File: src/rtl/icache_pkg.sv
package icache_pkg;
    parameter int unsigned ADDR_W   = 32;
    parameter int unsigned DATA_W   = 32;
    parameter int unsigned N_SEG    = 4;
    parameter int unsigned N_SUB    = 8;
    parameter int unsigned N_WORD   = 4;
    parameter int unsigned BIT_LSBS = 5;

    localparam int unsigned SEG_W    = $clog2(N_SEG);
    localparam int unsigned SUB_W    = $clog2(N_SUB);
    localparam int unsigned WRD_W    = $clog2(N_WORD);
    localparam int unsigned WORD_LSB = BIT_LSBS;
    localparam int unsigned SUB_LSB  = WORD_LSB + WRD_W;
    localparam int unsigned TAG_LSB  = SUB_LSB + SUB_W;
    localparam int unsigned TAG_W    = ADDR_W - TAG_LSB;
    localparam int unsigned LINES    = N_SEG * N_SUB * N_WORD;
    localparam int unsigned IDX_W    = SEG_W + SUB_W + WRD_W;

    typedef logic [SEG_W-1:0] seg_t;
    typedef logic [SUB_W-1:0] sub_t;
    typedef logic [WRD_W-1:0] wrd_t;
    typedef logic [TAG_W-1:0] tag_t;

    typedef enum logic {PH_IDLE, PH_FILL} fill_phase_e;
endpackage

File: src/rtl/icache_lru.sv
module icache_lru
    import icache_pkg::*;
(
    input  logic clk,
    input  logic rst_n,
    input  logic flush,
    input  logic touch,
    input  seg_t touch_seg,
    output seg_t victim
);
    typedef struct packed {
        seg_t [N_SEG-1:0] stack;   // [0] = most recent, [N_SEG-1] = least recent
    } lru_state_t;

    lru_state_t st_d, st_q;
    seg_t       pos;

    always_comb begin
        st_d = st_q;
        pos  = '0;
        for (int i = 0; i < N_SEG; i++) begin
            if (st_q.stack[i] == touch_seg) pos = seg_t'(i);
        end
        if (flush) begin
            for (int i = 0; i < N_SEG; i++) st_d.stack[i] = seg_t'(i);
        end else if (touch) begin
            for (int i = N_SEG - 1; i > 0; i--) begin
                if (seg_t'(i) <= pos) st_d.stack[i] = st_q.stack[i-1];
            end
            st_d.stack[0] = touch_seg;
        end
    end

    always_ff @(posedge clk) begin
        if (!rst_n) begin
            for (int i = 0; i < N_SEG; i++) st_q.stack[i] <= seg_t'(i);
        end else begin
            st_q <= st_d;
        end
    end

    assign victim = st_q.stack[N_SEG-1];

    logic [N_SEG-1:0] seen;
    always_comb begin
        seen = '0;
        for (int i = 0; i < N_SEG; i++) seen[st_q.stack[i]] = 1'b1;
    end

    AST_LRU_PERMUTATION: assert property (@(posedge clk) disable iff (!rst_n)
        &seen);
    AST_LRU_TOUCH_TOP: assert property (@(posedge clk) disable iff (!rst_n)
        touch && !flush |=> st_q.stack[0] == $past(touch_seg));
    AST_LRU_FLUSH_ORDER: assert property (@(posedge clk) disable iff (!rst_n)
        flush |=> victim == seg_t'(N_SEG - 1));
endmodule

File: src/rtl/icache_dir.sv
module icache_dir
    import icache_pkg::*;
(
    input  logic clk,
    input  logic rst_n,
    input  logic flush,
    input  tag_t look_tag,
    input  sub_t look_sub,
    input  logic alloc,
    input  seg_t alloc_seg,
    input  tag_t alloc_tag,
    input  logic mark,
    input  seg_t mark_seg,
    input  sub_t mark_sub,
    output logic tag_hit,
    output seg_t hit_seg,
    output logic sub_present
);
    typedef struct packed {
        tag_t [N_SEG-1:0]             tags;
        logic [N_SEG-1:0][N_SUB-1:0]  pres;
    } dir_state_t;

    dir_state_t       dir_d, dir_q;
    logic [N_SEG-1:0] match;

    for (genvar s = 0; s < N_SEG; s++) begin : g_cmp
        assign match[s] = (dir_q.tags[s] == look_tag) && (|dir_q.pres[s]);
    end

    always_comb begin
        hit_seg = '0;
        for (int s = N_SEG - 1; s >= 0; s--) begin
            if (match[s]) hit_seg = seg_t'(s);
        end
        tag_hit     = |match;
        sub_present = tag_hit && dir_q.pres[hit_seg][look_sub];
    end

    always_comb begin
        dir_d = dir_q;
        if (alloc) begin
            dir_d.tags[alloc_seg] = alloc_tag;
            dir_d.pres[alloc_seg] = '0;
        end
        if (mark) dir_d.pres[mark_seg][mark_sub] = 1'b1;
        if (flush) dir_d.pres = '0;
    end

    always_ff @(posedge clk) begin
        if (!rst_n) begin
            dir_q <= '0;
        end else begin
            dir_q <= dir_d;
        end
    end

    AST_SINGLE_MATCH: assert property (@(posedge clk) disable iff (!rst_n)
        $onehot0(match));
    AST_MARK_SETS_FLAG: assert property (@(posedge clk) disable iff (!rst_n)
        mark && !flush |=> dir_q.pres[$past(mark_seg)][$past(mark_sub)]);
    AST_FLUSH_EMPTIES: assert property (@(posedge clk) disable iff (!rst_n)
        flush |=> dir_q.pres == '0);
endmodule

File: src/rtl/icache_fill.sv
module icache_fill
    import icache_pkg::*;
(
    input  logic              clk,
    input  logic              rst_n,
    input  logic              flush,
    input  logic              start,
    input  seg_t              start_seg,
    input  tag_t              start_tag,
    input  sub_t              start_sub,
    input  logic              mem_ack,
    output logic              busy,
    output logic              mem_req,
    output logic [ADDR_W-1:0] mem_addr,
    output logic              wr_en,
    output seg_t              wr_seg,
    output sub_t              wr_sub,
    output wrd_t              wr_word,
    output logic              done
);
    typedef struct packed {
        fill_phase_e phase;
        seg_t        seg;
        tag_t        tag;
        sub_t        sub;
        wrd_t        beat;
    } fill_state_t;

    localparam wrd_t LAST_BEAT = wrd_t'(N_WORD - 1);

    fill_state_t fs_d, fs_q;

    assign busy     = (fs_q.phase == PH_FILL);
    assign mem_req  = busy;
    assign mem_addr = {fs_q.tag, fs_q.sub, fs_q.beat, {BIT_LSBS{1'b0}}};
    assign wr_en    = busy && mem_ack && !flush;
    assign done     = wr_en && (fs_q.beat == LAST_BEAT);
    assign wr_seg   = fs_q.seg;
    assign wr_sub   = fs_q.sub;
    assign wr_word  = fs_q.beat;

    always_comb begin
        fs_d = fs_q;
        if (flush) begin
            fs_d.phase = PH_IDLE;
        end else if (!busy && start) begin
            fs_d.phase = PH_FILL;
            fs_d.seg   = start_seg;
            fs_d.tag   = start_tag;
            fs_d.sub   = start_sub;
            fs_d.beat  = '0;
        end else if (wr_en) begin
            if (fs_q.beat == LAST_BEAT) fs_d.phase = PH_IDLE;
            else                        fs_d.beat  = fs_q.beat + 1'b1;
        end
    end

    always_ff @(posedge clk) begin
        if (!rst_n) begin
            fs_q <= '{phase: PH_IDLE, default: '0};
        end else begin
            fs_q <= fs_d;
        end
    end

    AST_BEAT_HOLD: assert property (@(posedge clk) disable iff (!rst_n)
        mem_req && !mem_ack && !flush |=> mem_req && $stable(mem_addr));
    AST_BEAT_ORDER: assert property (@(posedge clk) disable iff (!rst_n)
        wr_en && !done |=> mem_addr[SUB_LSB-1:WORD_LSB] ==
                           $past(mem_addr[SUB_LSB-1:WORD_LSB]) + 1'b1);
    AST_FLUSH_ABORTS: assert property (@(posedge clk) disable iff (!rst_n)
        flush |=> !mem_req);
endmodule

File: src/rtl/seg_icache.sv
module seg_icache
    import icache_pkg::*;
(
    input  logic              clk,
    input  logic              rst_n,
    input  logic              flush,
    input  logic              fetch_req,
    input  logic [ADDR_W-1:0] fetch_addr,
    output logic              fetch_rdy,
    output logic [DATA_W-1:0] fetch_data,
    output logic              mem_req,
    output logic [ADDR_W-1:0] mem_addr,
    input  logic              mem_ack,
    input  logic [DATA_W-1:0] mem_data
);
    tag_t look_tag;
    sub_t look_sub;
    wrd_t look_word;
    assign look_tag  = fetch_addr[ADDR_W-1:TAG_LSB];
    assign look_sub  = fetch_addr[TAG_LSB-1:SUB_LSB];
    assign look_word = fetch_addr[SUB_LSB-1:WORD_LSB];

    logic tag_hit, sub_present, busy, wr_en, done, miss, touch;
    seg_t hit_seg, victim, fill_seg, wr_seg, touch_seg;
    sub_t wr_sub;
    wrd_t wr_word;

    // A lookup is only meaningful while idle and not flushing.
    assign fetch_rdy = fetch_req && !busy && !flush && sub_present;
    assign miss      = fetch_req && !busy && !flush && !sub_present;
    assign fill_seg  = tag_hit ? hit_seg : victim;
    assign touch     = fetch_rdy || done;
    assign touch_seg = done ? wr_seg : hit_seg;

    icache_dir u_dir (
        .clk        (clk),
        .rst_n      (rst_n),
        .flush      (flush),
        .look_tag   (look_tag),
        .look_sub   (look_sub),
        .alloc      (miss && !tag_hit),
        .alloc_seg  (victim),
        .alloc_tag  (look_tag),
        .mark       (done),
        .mark_seg   (wr_seg),
        .mark_sub   (wr_sub),
        .tag_hit    (tag_hit),
        .hit_seg    (hit_seg),
        .sub_present(sub_present)
    );

    icache_lru u_lru (
        .clk      (clk),
        .rst_n    (rst_n),
        .flush    (flush),
        .touch    (touch),
        .touch_seg(touch_seg),
        .victim   (victim)
    );

    icache_fill u_fill (
        .clk      (clk),
        .rst_n    (rst_n),
        .flush    (flush),
        .start    (miss),
        .start_seg(fill_seg),
        .start_tag(look_tag),
        .start_sub(look_sub),
        .mem_ack  (mem_ack),
        .busy     (busy),
        .mem_req  (mem_req),
        .mem_addr (mem_addr),
        .wr_en    (wr_en),
        .wr_seg   (wr_seg),
        .wr_sub   (wr_sub),
        .wr_word  (wr_word),
        .done     (done)
    );

    // Data store: contents only become visible once a present flag covers them.
    logic [DATA_W-1:0] store_q [LINES];
    logic [IDX_W-1:0]  rd_idx, wr_idx;
    assign rd_idx = {hit_seg, look_sub, look_word};
    assign wr_idx = {wr_seg, wr_sub, wr_word};

    always_ff @(posedge clk) begin
        if (wr_en) store_q[wr_idx] <= mem_data;
    end

    assign fetch_data = store_q[rd_idx];

    AST_NO_HIT_WHILE_FILLING: assert property (@(posedge clk) disable iff (!rst_n)
        mem_req |-> !fetch_rdy);
    AST_MISS_STARTS_FILL: assert property (@(posedge clk) disable iff (!rst_n)
        fetch_req && !fetch_rdy && !mem_req && !flush |=> mem_req);
    AST_FLUSH_BLOCKS_HIT: assert property (@(posedge clk) disable iff (!rst_n)
        flush |-> !fetch_rdy);
endmodule

File: config.mk
export PLATFORM = sky130hd
export DESIGN_NAME = seg_icache
export DESIGN_NICKNAME = d
export VERILOG_FILES = /design/src/rtl/icache_pkg.sv /design/src/rtl/icache_lru.sv /design/src/rtl/icache_dir.sv /design/src/rtl/icache_fill.sv /design/src/rtl/seg_icache.sv
export SDC_FILE = /design/constraint.sdc
export NUM_CORES = 2
export LEC_CHECK = 0
export ABC_AREA = 0
export BUFFER_PORTS_ARGS = -buffer_cell sky130_fd_sc_hd__buf_2
export CAP_MARGIN = 40
export CORE_MARGIN = 4
export CORE_UTILIZATION = 50
export DETAILED_ROUTE_END_ITERATION = 10
export GPL_TIMING_DRIVEN = 0
export PLACE_DENSITY_LB_ADDON = 0.25
export SYNTH_ARGS = -nofsm -noshare
export SYNTH_HDL_FRONTEND = slang
export SYNTH_HIERARCHICAL = 1
export SYNTH_SLANG_ARGS = --single-unit
File: constraint.sdc
create_clock -name clk -period 9.42 [get_ports clk]
set_input_delay 1.884 -clock clk [delete_from_list [all_inputs] [get_ports clk]]
set_output_delay 1.884 -clock clk [all_outputs]
set_load 0.01 [all_outputs]
# Yosys cells after proc, flatten, opt, wreduce, memory -nomap -nowiden
# Memory sizes are Yosys's and may differ from the RTL's.
# Cells that the tools add are included.
[totals] reg_bits=158 mem_bits_rw=4096 input_bits=69 output_inout_bits=66 mem_count=1
[mem_list] memory="store_q" depth=128 width=32 read_ports=1 rd_clocked_by_memory_dff=0 write_ports=1 line_no="seg_icache.sv:81" text="logic [DATA_W-1:0] store_q [LINES];"
[op_classes] addsub=1 magnitude_cmp=11 n_eq_ne=9 n_mux=32 n_bitwise=5 n_reduce_logical=36
[ops] operator="$bwmux W88" count=1
[ops] operator="$eq A22 B22 Y1" count=4
[ops] operator="$mux W32" count=2
[ops] operator="$demux W22 S2" count=1
[ops] operator="$and A32 B32 Y32" count=1
[ops] operator="$demux W8 S2" count=2
[ops] operator="$not A32 Y32" count=1
[ops] operator="$or A32 B32 Y32" count=1
[ops] operator="$reduce_or A8 Y1" count=4
[ops] operator="$mux W8" count=3
[ops] operator="$mux W2" count=11
[ops] operator="$mux W22" count=1
[ops] operator="$logic_and A1 B1 Y1" count=17
[ops] operator="$bmux W8 S2" count=1
[ops] operator="$reduce_and A2 Y1" count=5
[ops] operator="$lt A2 B3 Y1 const B" count=3
[ops] operator="$lt A3 B4 Y1 const B" count=2
[ops] operator="$mux W1" count=8
[ops] operator="$eq A2 B2 Y1" count=3
[ops] operator="$ge A2 B1 Y1 const B" count=2
[ops] operator="$le A2 B2 Y1 const A" count=2
[ops] operator="$logic_not A1 Y1" count=4
[ops] operator="$reduce_bool A2 Y1" count=2
[ops] operator="$reduce_or A4 Y1" count=1
[ops] operator="11 further kinds" count=12

# Depth between registers and ports, before layout
[depth] ltp_word=17 depth_mapped=19 depth_no_buf=16

# Cells and area by module
# Netlist, hierarchy kept.
[modules_own_cells] mod="seg_icache" instances=1 cells_each=5966 area_per_inst_um2=155693.1
[modules_own_cells] mod="icache_dir" instances=1 cells_each=687 area_per_inst_um2=5858.1
[modules_own_cells] mod="icache_fill" instances=1 cells_each=147 area_per_inst_um2=1276.2
[modules_own_cells] mod="icache_lru" instances=1 cells_each=47 area_per_inst_um2=412.9

# Worst setup path before layout
# OpenSTA, ideal clock, no wires.
[synth_path] path_kind="input -> output" startpoint="in fetch_addr[20]" endpoint="out fetch_rdy" t_arrival_ns=4.633 path_slack_ns=2.903 cell_stages=13 path_buffers=2 cell_sequence="buf_2 xor2_1 nor4_1 nand2_1 or4_4 o211ai_4 buf_12 mux2i_1 mux4_2 nand3b_1 o21a_1 o311a_1 nor4bb_1"
[synth_via] elab_chain_len=12 word_cells_on_any_way=19 classes_between="4 x eq/ne; 8 x mux; 7 x reduce/logical"
[synth_rtl] item="start, declared" line_no="seg_icache.sv:8" text="input logic [ADDR_W-1:0] fetch_addr,"
[synth_rtl] item="$eq A22 B22 Y1" line_no="icache_dir.sv:28" text="assign match[s] = (dir_q.tags[s] == look_tag) && (|dir_q.pres[s]);"
[synth_rtl] item="$logic_and A1 B1 Y1" line_no="icache_dir.sv:28"
[synth_rtl] item="$mux W2 (4 in a row)" line_no="icache_dir.sv:34" text="if (match[s]) hit_seg = seg_t'(s);"
[synth_rtl] item="$bmux W8 S2" line_no="icache_dir.sv:37" text="sub_present = tag_hit && dir_q.pres[hit_seg][look_sub];"
[synth_rtl] item="$mux W8 (not written as such)" line_no="icache_dir.sv:37"
[synth_rtl] item="$bmux W1 S3" line_no="icache_dir.sv:37"
[synth_rtl] item="$mux W1 (not written as such)" line_no="icache_dir.sv:37"
[synth_rtl] item="$logic_and A1 B1 Y1 (*)" line_no="icache_dir.sv:37"
[synth_rtl] item="net sub_present" line_no="seg_icache.sv:23" text="logic tag_hit, sub_present, busy, wr_en, done, miss, touch;"
[synth_rtl] item="$logic_and A1 B1 Y1 (*)" line_no="seg_icache.sv:29" text="assign fetch_rdy = fetch_req && !busy && !flush && sub_present;"
[synth_rtl] item="end, declared" line_no="seg_icache.sv:9" text="output logic fetch_rdy,"
# Mark *: on every way through the listed nets, which the timed path passes. The rest lies on a longest branch. The select of a mux whose other input is x is not followed.

# Final worst setup path
[layout_path] startpoint="in fetch_addr[7]" endpoint="out fetch_data[31]"
[layout_via] elab_chain_len=1
[layout_rtl] item="$mem_v2 Z128 W32"
[layout_rtl] item="end, declared" line_no="seg_icache.sv:10" text="output logic [DATA_W-1:0] fetch_data,"
# Every way passes these cells.

==> results.sh <==
export IMPL_final_hold_viol_count=0
export IMPL_route_detailed_drc=0
export IMPL_p_per_area_mw_per_mm2=206.0
export IMPL_clkSinkCount=4254
export IMPL_fin_setup_tns_ns=0
export IMPL_synth_edff_count=4096
export IMPL_p_leak_nw=58.62
export IMPL_track_usage=0.2566
export IMPL_worstSetupPathType="input port to output port"
export IMPL_holdWs_ns=0.4494
export IMPL_fmax_mhz=114.7
export IMPL_wirelength_mm=429.2
export IMPL_cp_top_family="buffers and inverters"
export IMPL_required_ns=7.54
export IMPL_layout_drive_gt1_share=0.3308
export IMPL_via_per_inst=6.305
export IMPL_synth_area_mm2=0.1632
export IMPL_cp_depth=10
export IMPL_yosysUniqueCellTypes=62
export IMPL_finalMaxSlewViolations=0
export IMPL_synth_area_top_cells="edfxtp_1, mux4_2, dfxtp_1"
export IMPL_relSlewSlack=0.3489
export IMPL_synth_common_cells="edfxtp_1, mux4_2, nand2_1"
export IMPL_status="finished, final reports clean"
export IMPL_postCtsResizedCells=0
export IMPL_endpoint_kind="output port"
export IMPL_grt_pass1_vias=78200
export IMPL_crit_fanout=11
export IMPL_drtIter0Drc=11150
export IMPL_firstDrtPassIters=6
export IMPL_ys_warn_count=6
export IMPL_grt_overflow=0
export IMPL_hold_class="flip-flop to flip-flop"
export IMPL_ys_ff_latch=4254
export IMPL_fin_skew_ns=0.08716
export IMPL_drv_cap=0
export IMPL_synthFlopType="edfxtp_1"
export IMPL_ff2ff_path_depth=16
export IMPL_rows=209
export IMPL_cts_setup_buffers=0
export IMPL_htreeDepth=5
export IMPL_synth_top_area_share=0.7535
export IMPL_io_buffers=122
export IMPL_grt_pass1_wl_mm=602.7
export IMPL_gp_congestion=0.9394
export IMPL_synth_most_common_cell="edfxtp_1"
export IMPL_io_pins=135
export IMPL_final_min_clock_period_ns=8.715
export IMPL_rsz0062_at_grt="no"
export IMPL_dp_cells=11610
export IMPL_async_flop_share=0
export IMPL_fin_cells=12440
export IMPL_slowest_delay_ns=0.80
export IMPL_setup_viol=0
export IMPL_routedWlPerCell_um=34.49
export IMPL_clk_latency_ns=0.97
export IMPL_syn_area_per_cell_um2=23.84
export IMPL_die_w_um=579.4
export IMPL_synth_top_area_cell="edfxtp_1"
export IMPL_cts_buffer_depth=4
export IMPL_crit_buf_inv=6
export IMPL_die_h_um=579.4
export IMPL_r2r_slack_ns=3.82
export IMPL_cts_root_buffer="clkbuf_16"
export IMPL_path_clk_slew_ns=0.06
export IMPL_via_count=78450
export IMPL_ys_seq_area_frac=0.7729
export IMPL_dp_hpwl_mm=300.8
export IMPL_die_area_mm2=0.3357
export IMPL_ant_nets=0
export IMPL_synthToLayoutAreaGrowth_pct=16.08
export IMPL_cts_tree="built"
export IMPL_coreArea_mm2=0.3245
export IMPL_cts_hold_buf=0
export IMPL_grt_max_degree=104
export IMPL_start_util=0.5030
export IMPL_crit_arrival_ns=6.83
export IMPL_vdd_drop_max_mv=0.2000
export IMPL_startpoint_type="input port"
export IMPL_antenna_found_initial=65
export IMPL_numCtsBuffers=420
export IMPL_worstPathCellList="buf_2 > clkbuf_1 > buf_2 > clkbuf_2 > buf_1 > mux4_2 > mux4_2 > mux4_2 > mux2_2 > buf_2"
export IMPL_min_period_over_period=0.9252
export IMPL_crit_slowest_cell="buf_1"
export IMPL_nets=7781
export IMPL_tightest_slew_ns=0.9767
export IMPL_whs_path_depth=2
export IMPL_synthCells=6847
-- report_power, final --
part           internal [mW]  switching (mW)
Sequential              20.7         0.00679
Clock                   9.16            7.02
Combinational          0.807            1.31
-- per-layer routing --
| metal | track usage | wire length (µm) | part of all wire |
|---|---|---|---|
| met3 | 0.05830 | 44550 | 0.10 |
| met1 | 0.3644 | 164200 | 0.38 |
| met4 | 0.08972 | 14920 | 0.035 |
| met2 | 0.3981 | 205500 | 0.48 |
| met5 | 0 | 21 | 0.000049 |
-- worst paths after layout --
path / end / from
max: fetch_data[31] / fetch_addr[7]
max reg2reg: u_dir/dir_q[35]$_SDFFE_PN0P_ / u_dir/dir_q[38]$_SDFFE_PN0P_
min: u_fill/mem_addr[13]$_SDFFE_PN0P_ / u_fill/mem_addr[13]$_SDFFE_PN0P_
min reg2reg: u_fill/mem_addr[13]$_SDFFE_PN0P_ / u_fill/mem_addr[13]$_SDFFE_PN0P_
-- area by class of cell --
| type | count | area, µm² |
|---|---|---|
| tap | 4325 | 5411 |
| inverter | 1 | 3.754 |
| clock buffer | 538 | 11110 |
| sequential | 4254 | 126200 |
| timing repair buffer | 438 | 6466 |
| fill | 22530 | 135000 |
| antenna | 61 | 152.6 |
| multi-input combinational | 2217 | 36390 |
| buffer | 379 | 1675 |
| clock inverter | 229 | 2121 |
-- state kept, by name (all words and copies together) (netlist names) --
| signal | cells |
|---|---|
| u_fill/busy | 1 |
| u_fill/mem_addr | 22 |
| u_fill/wr_word | 2 |
| u_fill/wr_sub | 3 |
| u_dir/dir_q | 120 |
| u_lru/st_q | 6 |
| store_q | 4096 |
| u_fill/wr_seg | 2 |
| u_lru/victim | 2 |
-- cell families after synthesis --
kind of cell             Yosys count  share of synthesized area
AO/OA/AOI/OAI                    166                   0.007688
AND/OR/NAND/NOR                  550                    0.01482
multiplexers                    1401                     0.1894
buffers and inverters            380                    0.01007
other                              1                 0.00002297
flip-flops                      4254                     0.7729
XOR/XNOR                          94                   0.005043
adder cells (fa/ha/maj)            1                 0.00007664
-- layout by cell type, fill, tap and decap left out, drive strengths merged, types with 3 or more instances in the layout --
| master | instances |
|---|---|
| bufinv | 30 |
| nor4 | 21 |
| and3b | 5 |
| a21oi | 4 |
| diode | 61 |
| clkbuf | 761 |
| conb | 5 |
| inv | 12 |
| nand3 | 28 |
| dfxtp | 158 |
| nor2b | 10 |
| xnor2 | 44 |
| clkinvlp | 17 |
| nand2b | 6 |
| nor3 | 12 |
| nand4 | 14 |
| mux4 | 1347 |
| nand2 | 263 |
| a22oi | 32 |
| clkinv | 171 |
| mux2 | 36 |
| edfxtp | 4096 |
| a21boi | 115 |
| buf | 594 |
| and3 | 5 |
| o22ai | 3 |
| nor3b | 7 |
| o21ai | 4 |
| mux2i | 18 |
| xor2 | 50 |
| nor2 | 164 |
-- through the flow --
| stage | power (mW) | worst slack [ns] | util | instance area (µm²) |
|---|---|---|---|---|
| 5_1_grt | 40.14 | 0.6472 | 0.5838 | 189400 |
| 3_3_place_gp | 23.09 | -0.2975 | 0.5216 | 169300 |
| 2_1_floorplan | 22.11 | 2.903 | - | 163300 |
| 4_1_cts | 39.22 | 0.7288 | 0.5833 | 189300 |
| 6_report | 39.03 | 0.7049 | 0.5839 | 189500 |
| 3_5_place_dp | 23.23 | 0.7735 | 0.5426 | 176100 |
-- worst register-to-register path, cell delays in order, from the launching register on --
cell and delay, ns:
dfxtp_1 0.32, xor2_1 0.16, nor4_1 0.61, nand2_1 0.17, or4_4 0.47, o211ai_4 0.17
buf_12 0.21, mux4_2 0.50, nand2_1 0.11, o21ai_1 0.07, o311a_1 0.33, nor4b_1 0.51
nor2b_1 0.50, nor3b_1 0.57, clkbuf_1 0.49, nand2_1 0.10, a21boi_0 0.17
No activity file was read; power rests on OpenSTA's default activity.
